**src/rtl/lirq_pkg.sv**
```systemverilog
package lirq_pkg;

  localparam int unsigned CPU_AW = 16;
  localparam logic [CPU_AW-1:0] DEC_MASK = 16'hE001;

  localparam logic [CPU_AW-1:0] SEL_RELOAD_VAL = 16'hC000;
  localparam logic [CPU_AW-1:0] SEL_RELOAD_REQ = 16'hC001;
  localparam logic [CPU_AW-1:0] SEL_IRQ_OFF    = 16'hE000;
  localparam logic [CPU_AW-1:0] SEL_IRQ_ON     = 16'hE001;

  typedef enum logic [2:0] {
    WR_NONE,
    WR_RELOAD_VAL,
    WR_RELOAD_REQ,
    WR_IRQ_OFF,
    WR_IRQ_ON
  } lirq_wr_e;

  function automatic lirq_wr_e lirq_decode(input logic en, input logic [CPU_AW-1:0] a);
    lirq_wr_e k;
    k = WR_NONE;
    if (en) begin
      unique case (a & DEC_MASK)
        SEL_RELOAD_VAL: k = WR_RELOAD_VAL;
        SEL_RELOAD_REQ: k = WR_RELOAD_REQ;
        SEL_IRQ_OFF:    k = WR_IRQ_OFF;
        SEL_IRQ_ON:     k = WR_IRQ_ON;
        default:        k = WR_NONE;
      endcase
    end
    return k;
  endfunction

endpackage

```
**src/rtl/lirq_regdec.sv**
```systemverilog
module lirq_regdec #(
  parameter int unsigned DATA_W = 8
) (
  input  logic                      clk,
  input  logic                      rst_n,
  input  logic                      wr_en,
  input  logic [lirq_pkg::CPU_AW-1:0] wr_addr,
  input  logic [DATA_W-1:0]         wr_data,
  output logic [DATA_W-1:0]         reload_val,
  output logic                      reload_req,
  output logic                      irq_off,
  output logic                      irq_on
);
  import lirq_pkg::*;

  lirq_wr_e kind;

  always_comb begin
    kind       = lirq_decode(wr_en, wr_addr);
    reload_req = (kind == WR_RELOAD_REQ);
    irq_off    = (kind == WR_IRQ_OFF);
    irq_on     = (kind == WR_IRQ_ON);
  end

  always_ff @(posedge clk) begin
    if (!rst_n) begin
      reload_val <= '0;
    end else if (kind == WR_RELOAD_VAL) begin
      reload_val <= wr_data;
    end
  end

endmodule

```
**src/rtl/lirq_edge_div.sv**
```systemverilog
module lirq_edge_div #(
  parameter int unsigned DIVIDE = 8
) (
  input  logic clk,
  input  logic rst_n,
  input  logic line_bit,
  input  logic realign,
  output logic tick
);
  localparam int unsigned PH_W = (DIVIDE > 1) ? $clog2(DIVIDE) : 1;
  localparam logic [PH_W-1:0] PH_LAST = PH_W'(DIVIDE - 1);

  logic line_prev;
  logic pulse;

  always_ff @(posedge clk) begin
    if (!rst_n) line_prev <= 1'b0;
    else        line_prev <= line_bit;
  end

  assign pulse = line_prev & ~line_bit & ~realign;

  generate
    if (DIVIDE > 1) begin : g_div
      logic [PH_W-1:0] phase;

      always_ff @(posedge clk) begin
        if (!rst_n || realign) begin
          phase <= '0;
        end else if (pulse) begin
          phase <= (phase == PH_LAST) ? '0 : phase + 1'b1;
        end
      end

      assign tick = pulse && (phase == '0);
    end else begin : g_nodiv
      assign tick = pulse;
    end
  endgenerate

endmodule

```
**src/rtl/lirq_downcnt.sv**
```systemverilog
module lirq_downcnt #(
  parameter int unsigned CNT_W = 8
) (
  input  logic             clk,
  input  logic             rst_n,
  input  logic             tick,
  input  logic [CNT_W-1:0] reload_val,
  input  logic             reload_req,
  input  logic             irq_off,
  input  logic             irq_on,
  output logic             irq
);
  logic [CNT_W-1:0] count;
  logic [CNT_W-1:0] count_nx;
  logic             reload_flag;
  logic             enabled;
  logic             fire;

  always_comb begin
    if (count == '0 || reload_flag) count_nx = reload_val;
    else                            count_nx = count - 1'b1;
    fire = tick && (count_nx == '0) && enabled && !irq_off;
  end

  always_ff @(posedge clk) begin
    if (!rst_n) begin
      count       <= '0;
      reload_flag <= 1'b0;
      enabled     <= 1'b0;
      irq         <= 1'b0;
    end else begin
      if (tick) begin
        count       <= count_nx;
        reload_flag <= 1'b0;
      end
      if (reload_req) reload_flag <= 1'b1;

      if (irq_off)     enabled <= 1'b0;
      else if (irq_on) enabled <= 1'b1;

      if (irq_off)   irq <= 1'b0;
      else if (fire) irq <= 1'b1;
    end
  end

endmodule

```
**src/rtl/line_irq_divcounter.sv**
```systemverilog
module line_irq_divcounter #(
  parameter int unsigned DATA_W   = 8,
  parameter int unsigned PRESCALE = 8
) (
  input  logic                        clk,
  input  logic                        rst_n,
  input  logic                        vid_line_bit,
  input  logic                        cpu_wr_en,
  input  logic [lirq_pkg::CPU_AW-1:0] cpu_addr,
  input  logic [DATA_W-1:0]           cpu_wdata,
  output logic                        irq
);
  logic [DATA_W-1:0] reload_val;
  logic              reload_req;
  logic              irq_off;
  logic              irq_on;
  logic              tick;

  lirq_regdec #(.DATA_W(DATA_W)) u_regdec (
    .clk        (clk),
    .rst_n      (rst_n),
    .wr_en      (cpu_wr_en),
    .wr_addr    (cpu_addr),
    .wr_data    (cpu_wdata),
    .reload_val (reload_val),
    .reload_req (reload_req),
    .irq_off    (irq_off),
    .irq_on     (irq_on)
  );

  lirq_edge_div #(.DIVIDE(PRESCALE)) u_edge_div (
    .clk      (clk),
    .rst_n    (rst_n),
    .line_bit (vid_line_bit),
    .realign  (reload_req),
    .tick     (tick)
  );

  lirq_downcnt #(.CNT_W(DATA_W)) u_downcnt (
    .clk        (clk),
    .rst_n      (rst_n),
    .tick       (tick),
    .reload_val (reload_val),
    .reload_req (reload_req),
    .irq_off    (irq_off),
    .irq_on     (irq_on),
    .irq        (irq)
  );

endmodule

```
**config.mk**
```make
export PLATFORM = sky130hd
export DESIGN_NAME = line_irq_divcounter
export DESIGN_NICKNAME = d
export VERILOG_FILES = /design/src/rtl/lirq_pkg.sv /design/src/rtl/lirq_regdec.sv /design/src/rtl/lirq_edge_div.sv /design/src/rtl/lirq_downcnt.sv /design/src/rtl/line_irq_divcounter.sv
export SDC_FILE = /design/constraint.sdc
export NUM_CORES = 1
export LEC_CHECK = 0
export BUFFER_PORTS_ARGS = -buffer_cell sky130_fd_sc_hd__buf_2
export CAP_MARGIN = 20
export CORE_MARGIN = 2
export CORE_UTILIZATION = 57
export CTS_CLUSTER_DIAMETER = 50
export CTS_CLUSTER_SIZE = 14
export DETAILED_ROUTE_END_ITERATION = 8
export PLACE_DENSITY_LB_ADDON = 0.08
export RECOVER_POWER = 100
export SLEW_MARGIN = 5
export SYNTH_ARGS = -nofsm -noshare
export SYNTH_HDL_FRONTEND = slang
export SYNTH_HIERARCHICAL = 1
export SYNTH_SLANG_ARGS = --single-unit
```
**constraint.sdc**
```tcl
create_clock -name clk -period 3.1 [get_ports clk]
set_clock_uncertainty 0.05 [all_clocks]
set_input_delay 0.62 -clock clk [delete_from_list [all_inputs] [get_ports clk]]
set_output_delay 0.62 -clock clk [all_outputs]
set_load 0.02 [all_outputs]
```
# Word-level counts from Yosys, hierarchy flattened
# Index checks and enable logic that the tools add are counted.
# word_totals
register_bits	23
inputBits	28
out_inout_bits	1
wordCells	42
# op_classes
addsub	2
eq_ne	9
muxes	6
bitwise	5
reduce_logical	13
# ops
operator	n
== test 4 bit, second input constant	4
zero test 8 bit	2
case mux 3 bit (4 select lines)	1
two-way mux 8 bit	1
subtractor 8 x 1 -> 8 bit, second input constant	1
== test 3 x 2 -> 1 bit, second input constant	2
== test 3 bit, second input constant	2
two-way mux 3 bit	2
logical AND 1 bit	4
adder 3 x 1 -> 3 bit, second input constant	1
== test 3 x 1 -> 1 bit, second input constant	1
zero test 3 bit	1
NOT 1 bit	3
AND 1 bit	2
zero test 1 bit	2
logical OR 1 bit	2
two-way mux 1 bit	2
nonzero test 2 bit	1
OR reduction 2 bit	1

# Longest topological paths before layout
# logic_depth
ltp_word	10
depth_mapped	10

# Hierarchy
# Netlist, hierarchy kept.
# by_module_without_submodules
mod	n_inst	cells_per_inst	area_per_inst_um2
lirq_downcnt	1	88	733.2
lirq_regdec	1	41	357.8
lirq_edge_div	1	21	209.0

# Worst setup path before layout
# No wires, ideal clock.
# synth_path
path_type	input to register
startpoint	input cpu_addr[14] (netlist name)
endpoint	register u_downcnt.count[4]
setup_ns	0.070
t_arrival_ns	1.818
required_ns	2.980
path_slack_ns	1.162
cell_stages	9
path_buffers	2
cell_sequence	nand4_1 -> nor2_1 -> nor2_1 -> and3_2 -> clkbuf_1 -> clkbuf_1 -> o21a_1 -> o21ai_1 -> a21oi_1
# synth_between
elab_chain_len	7
elab_cells_between_ends	10
cone_classes	5 x eq/ne; 2 x mux; 2 x bitwise; 1 x reduce/logical
# synth_rtl
element	line_no	rtl
start, declared	line_irq_divcounter.sv:9	input logic [lirq_pkg::CPU_AW-1:0] cpu_addr,
== test 4 bit	lirq_pkg.sv:23	unique case (a & DEC_MASK)
case mux 3 bit (4 select lines) (*)	lirq_pkg.sv:23	
two-way mux 3 bit (*)	lirq_pkg.sv:22	if (en) begin
== test 3 x 2 -> 1 bit (*)	lirq_regdec.sv:20	reload_req = (kind == WR_RELOAD_REQ);
via reload_req	line_irq_divcounter.sv:14	logic reload_req;
NOT 1 bit (*)	lirq_edge_div.sv:21	assign pulse = line_prev & ~line_bit & ~realign;
AND 1 bit (*)	lirq_edge_div.sv:21	
logical AND 1 bit (*)	lirq_edge_div.sv:35	assign tick = pulse && (phase == '0);
via tick	line_irq_divcounter.sv:17	logic tick;
end signal, assigned	lirq_downcnt.sv:33	count <= count_nx;
end, declared	lirq_downcnt.sv:13	logic [CNT_W-1:0] count;
# The timed path passes the listed nets; every way through them passes the cells marked *.
# A chain may end at the register's enable or synchronous reset.

# Worst setup path in the final report
# layout_path
startpoint	input cpu_addr[0] (netlist name)
endpoint	register u_downcnt.irq
# layout_between
elab_chain_len	10
elab_cells_between_ends	16
cone_classes	6 x eq/ne; 2 x mux; 2 x bitwise; 6 x reduce/logical
# layout_rtl
element	line_no	rtl
== test 4 bit	lirq_pkg.sv:23	
case mux 3 bit (4 select lines) (*)	lirq_pkg.sv:23	
two-way mux 3 bit (*)	lirq_pkg.sv:22	
== test 3 x 2 -> 1 bit (*)	lirq_regdec.sv:20	
via reload_req	line_irq_divcounter.sv:14	
NOT 1 bit (*)	lirq_edge_div.sv:21	
AND 1 bit (*)	lirq_edge_div.sv:21	
logical AND 1 bit (*)	lirq_edge_div.sv:35	
via tick	line_irq_divcounter.sv:17	
logical AND 1 bit (*) (3 in series)	lirq_downcnt.sv:22	fire = tick && (count_nx == '0) && enabled && !irq_off;
end signal, assigned	lirq_downcnt.sv:30	irq <= 1'b0;
end signal, assigned	lirq_downcnt.sv:41	if (irq_off) irq <= 1'b0;
end signal, assigned	lirq_downcnt.sv:42	else if (fire) irq <= 1'b1;
end, declared	lirq_downcnt.sv:11	output logic irq
# Marked as above.

==> metrics.txt <==
run status=complete, no violations; worst path arrival time=2340 ps; commonest cells after routing, fill and taps aside=sky130_fd_sc_hd__dfxtp_1, sky130_fd_sc_hd__nand2_1, sky130_fd_sc_hd__buf_2; antenna violations before repair=0; most repeated library cell on the critical path=sky130_fd_sc_hd__nor2_1; Filler Cell Count=187; commonest non-fill, non-tap cell in the layout=sky130_fd_sc_hd__dfxtp_1; floorplan row count=17; ratio of final minimum period to clock period=0.6908; initial core utilization=0.5934; number of detailed-route iterations in the first pass=4; ports placed on the boundary=29; most common flop cell mapped by yosys=sky130_fd_sc_hd__dfxtp_1; Highest Clock Rate=approximately 470 MHz; area added between synthesis and finish=8.181%; clock network fraction of total power=0.246; IR drop worst, VDD=0.3490 mV; number of synthesis warnings=6; share of Yosys cell area claimed by the top area cell type=0.3542; cell count after placement=187; die height=between 50 and 60 µm; switching power share of the total=0.2875; Seq/Total Area, Yosys=0.3542; largest stage delay on the critical path=550 ps; via count of the first global-routing pass=between 1000 and 1500; number of gates resized after CTS=0; synthesis-stage register bit count=23; proportion of power drawn by flip-flops and latches=0.548; number of distinct library cell variants in the gate-level netlist after synthesis=39; share of async-settable or async-resettable flops after synthesis=0; routability cong.=0.8426; slowest cell on the critical path=sky130_fd_sc_hd__and3_1; TritonCTS clock tree=yes; internal power summed over all cells=0.4088 mW; min cycle time layout=between 2000 and 2500 ps; leading post-synthesis cells by cell area=sky130_fd_sc_hd__dfxtp_1, sky130_fd_sc_hd__mux2i_1, sky130_fd_sc_hd__nand2_1, sky130_fd_sc_hd__ha_1, sky130_fd_sc_hd__nor2_1; P_sw=0.1649 mW; number of nets in the finished design=a little under 200; 1st-iter DRT viols=37; Combinational Power Share=0.206; x dimension of the die=51.76 µm; count of final max-slew check failures=0; Hold Violations, Final=0; gr ovfl total=0; Synth Net Count=183; min-delay src=u_downcnt/enabled$_SDFFE_PP0P_; mean cell area of the mapped netlist=8.667 µm²; pin count of the biggest net entering global routing=29; Longest Clk Path Bufs=2; Area after DPL=0.001384 mm²; drc violations=0; average wire per cell in the routed design=between 10 and 15 µm; start-to-end type of the worst setup path=in2reg; core area=approximately 0.0022 mm²; slew at the pin closest to its max-slew limit=between 1000 and 1500 ps; Sink Count=23; timing startpoint of the critical path=cpu_addr[0]; final HPWL from detailed placement=approximately 1800 µm; first-pass GRT wire length=4077 µm; Tightest Hold Check Type=reg2reg; Via density=5.581; unrepaired setup endpoints after global routing=no; share of cells above drive strength 1=0.1595; critical path cell sequence=buf_2 > nand4_1 > nor2_1 > nor2_1 > and3_1 > nand2_1 > nor4_1 > a31oi_1 > o21ai_0; number of standard cells in the final layout excluding fillers=191; Final Instance Area=0.001406 mm²; TritonCTS buffer count=3; Critical Path Sink Type=register; cell depth of the worst flop-to-flop path=7; latest clock arrival within the worst-skew pair=310 ps; remaining antenna violation count after routing=0; total standard cell area after synthesis=0.001300 mm²; hold slack=436.6 ps; Post-CTS Repair Setup Buffers=0; combined global-route utilization of all metal layers=0.2017; setup violators final=0; root buffer cell=sky130_fd_sc_hd__clkbuf_4; total leakage power=0.5624 nW; Syn Inst Count=150; number of levels in the clock H-tree=1; die area=0.002679 mm²; category of the worst setup path launch point=input port; total power per unit cell area=407.9 mW/mm²; final routed wirelength across all metal layers=2423 µm; post-synthesis cell type with the largest combined area=sky130_fd_sc_hd__dfxtp_1; overall via count from detail_route=1066; Min-Delay Path Depth=1; PortBufs=16; r2r startpoint=u_downcnt/count[0]$_SDFFE_PN0P_; Worst Path Required=3300 ps; antenna cell count=0; final setup TNS=0 ps; Post-synth EDFFs=0; clock slew seen by the registers of the worst setup and hold paths=120 ps; slew margin rel.=0.2862; peak fanout along the critical path=17; cts hold-fix bufs=0; Max-Cap Viols=0
synth_stat cells (2+ instances only):
| cell type | instances |
|---|---|
| sky130_fd_sc_hd__o21a_1 | 4 |
| sky130_fd_sc_hd__nor2b_1 | 6 |
| sky130_fd_sc_hd__and2_1 | 2 |
| sky130_fd_sc_hd__nand2_1 | 21 |
| sky130_fd_sc_hd__nor4_1 | 3 |
| sky130_fd_sc_hd__a22oi_1 | 3 |
| sky130_fd_sc_hd__mux2i_1 | 13 |
| sky130_fd_sc_hd__nand2b_1 | 3 |
| sky130_fd_sc_hd__dfxtp_1 | 23 |
| sky130_fd_sc_hd__nor2_1 | 12 |
| sky130_fd_sc_hd__ha_1 | 5 |
| sky130_fd_sc_hd__o211ai_1 | 3 |
| sky130_fd_sc_hd__o211a_1 | 4 |
| sky130_fd_sc_hd__clkbuf_1 | 5 |
| sky130_fd_sc_hd__nand4_1 | 5 |
| sky130_fd_sc_hd__o21ai_1 | 5 |
| sky130_fd_sc_hd__inv_1 | 8 |
| sky130_fd_sc_hd__nor3_1 | 4 |
worst max-delay path: cells and delay by family:
kind	cells	cell delay, ps
buffers and inverters	1	130
AND/OR/NAND/NOR	6	1250
AO/OA/AOI/OAI	2	330
registers in the layout, summed over array words and instances, names as in the netlist:
name,cells
u_downcnt/count,8
u_regdec/reload_val,8
u_edge_div/g_div.phase,3
u_downcnt/enabled,1
u_downcnt/irq,1
u_downcnt/reload_flag,1
u_edge_div/line_prev,1
routing by layer:
metal / vias to the layer above / global-route usage / wire, µm
met1: 477 / 0.2618 / 1159
met2: 31 / 0.3333 / 1124
met4: 0 / 0.06140 / 23
li1: 554 / - / -
met5: - / 0 / 0
met3: 4 / 0.04598 / 115
path summary, 6_finish.rpt:
kind                                                         to  slack, ps
worst min-delay path             u_downcnt/enabled$_SDFFE_PP0P_        440
worst min register to register   u_downcnt/enabled$_SDFFE_PP0P_        440
worst max-delay path                 u_downcnt/irq$_SDFFE_PP0P_        960
worst max register to register  u_downcnt/count[3]$_SDFFE_PN0P_        970
cell families (layout without fill, tap and decap cells):
logic type	after synthesis	in the layout	share of synthesized area
adders and majority gates	5	5	0.04812
xor gates and xnor gates	1	1	0.006738
muxes	14	14	0.1116
buffers and inverters	15	28	0.04716
AOI/OAI and AO/OA	27	27	0.1569
and+or+nand+nor	65	65	0.2753
DFF	23	23	0.3542
stage by stage:
step / total power [mW] / utilization / worst slack (ps)
after floorplan: 0.4176 / - / 1162
after global placement: 0.4394 / 0.6316 / 882.8
after detailed placement: 0.4408 / 0.6316 / 852.9
after CTS: 0.5849 / 0.6453 / 1035
after global routing: 0.6086 / 0.6419 / 794.3
final: 0.5737 / 0.6419 / 958.4
final cells by class:
class	count	area [µm²]	area share
Tap cell	28	35.03	0.02491
Timing Repair Buffer	16	77.57	0.05516
Clock buffer	3	22.52	0.01601
Clock inverter	1	7.507	0.005338
Inverter	8	30.03	0.02135
Multi-Input combinational cell	112	773.2	0.5498
Sequential cell	23	460.4	0.3274
power by group through the flow:
stage | combinational (mW) | sequential [mW] | clock, mW
3_5_place_dp | 0.120 | 0.321 | 0
4_1_cts | 0.121 | 0.314 | 0.150
2_1_floorplan | 0.100 | 0.318 | 0
6_report | 0.118 | 0.314 | 0.141
5_1_grt | 0.131 | 0.316 | 0.162
3_3_place_gp | 0.119 | 0.321 | 0
Power figures use the tool's default switching activity.
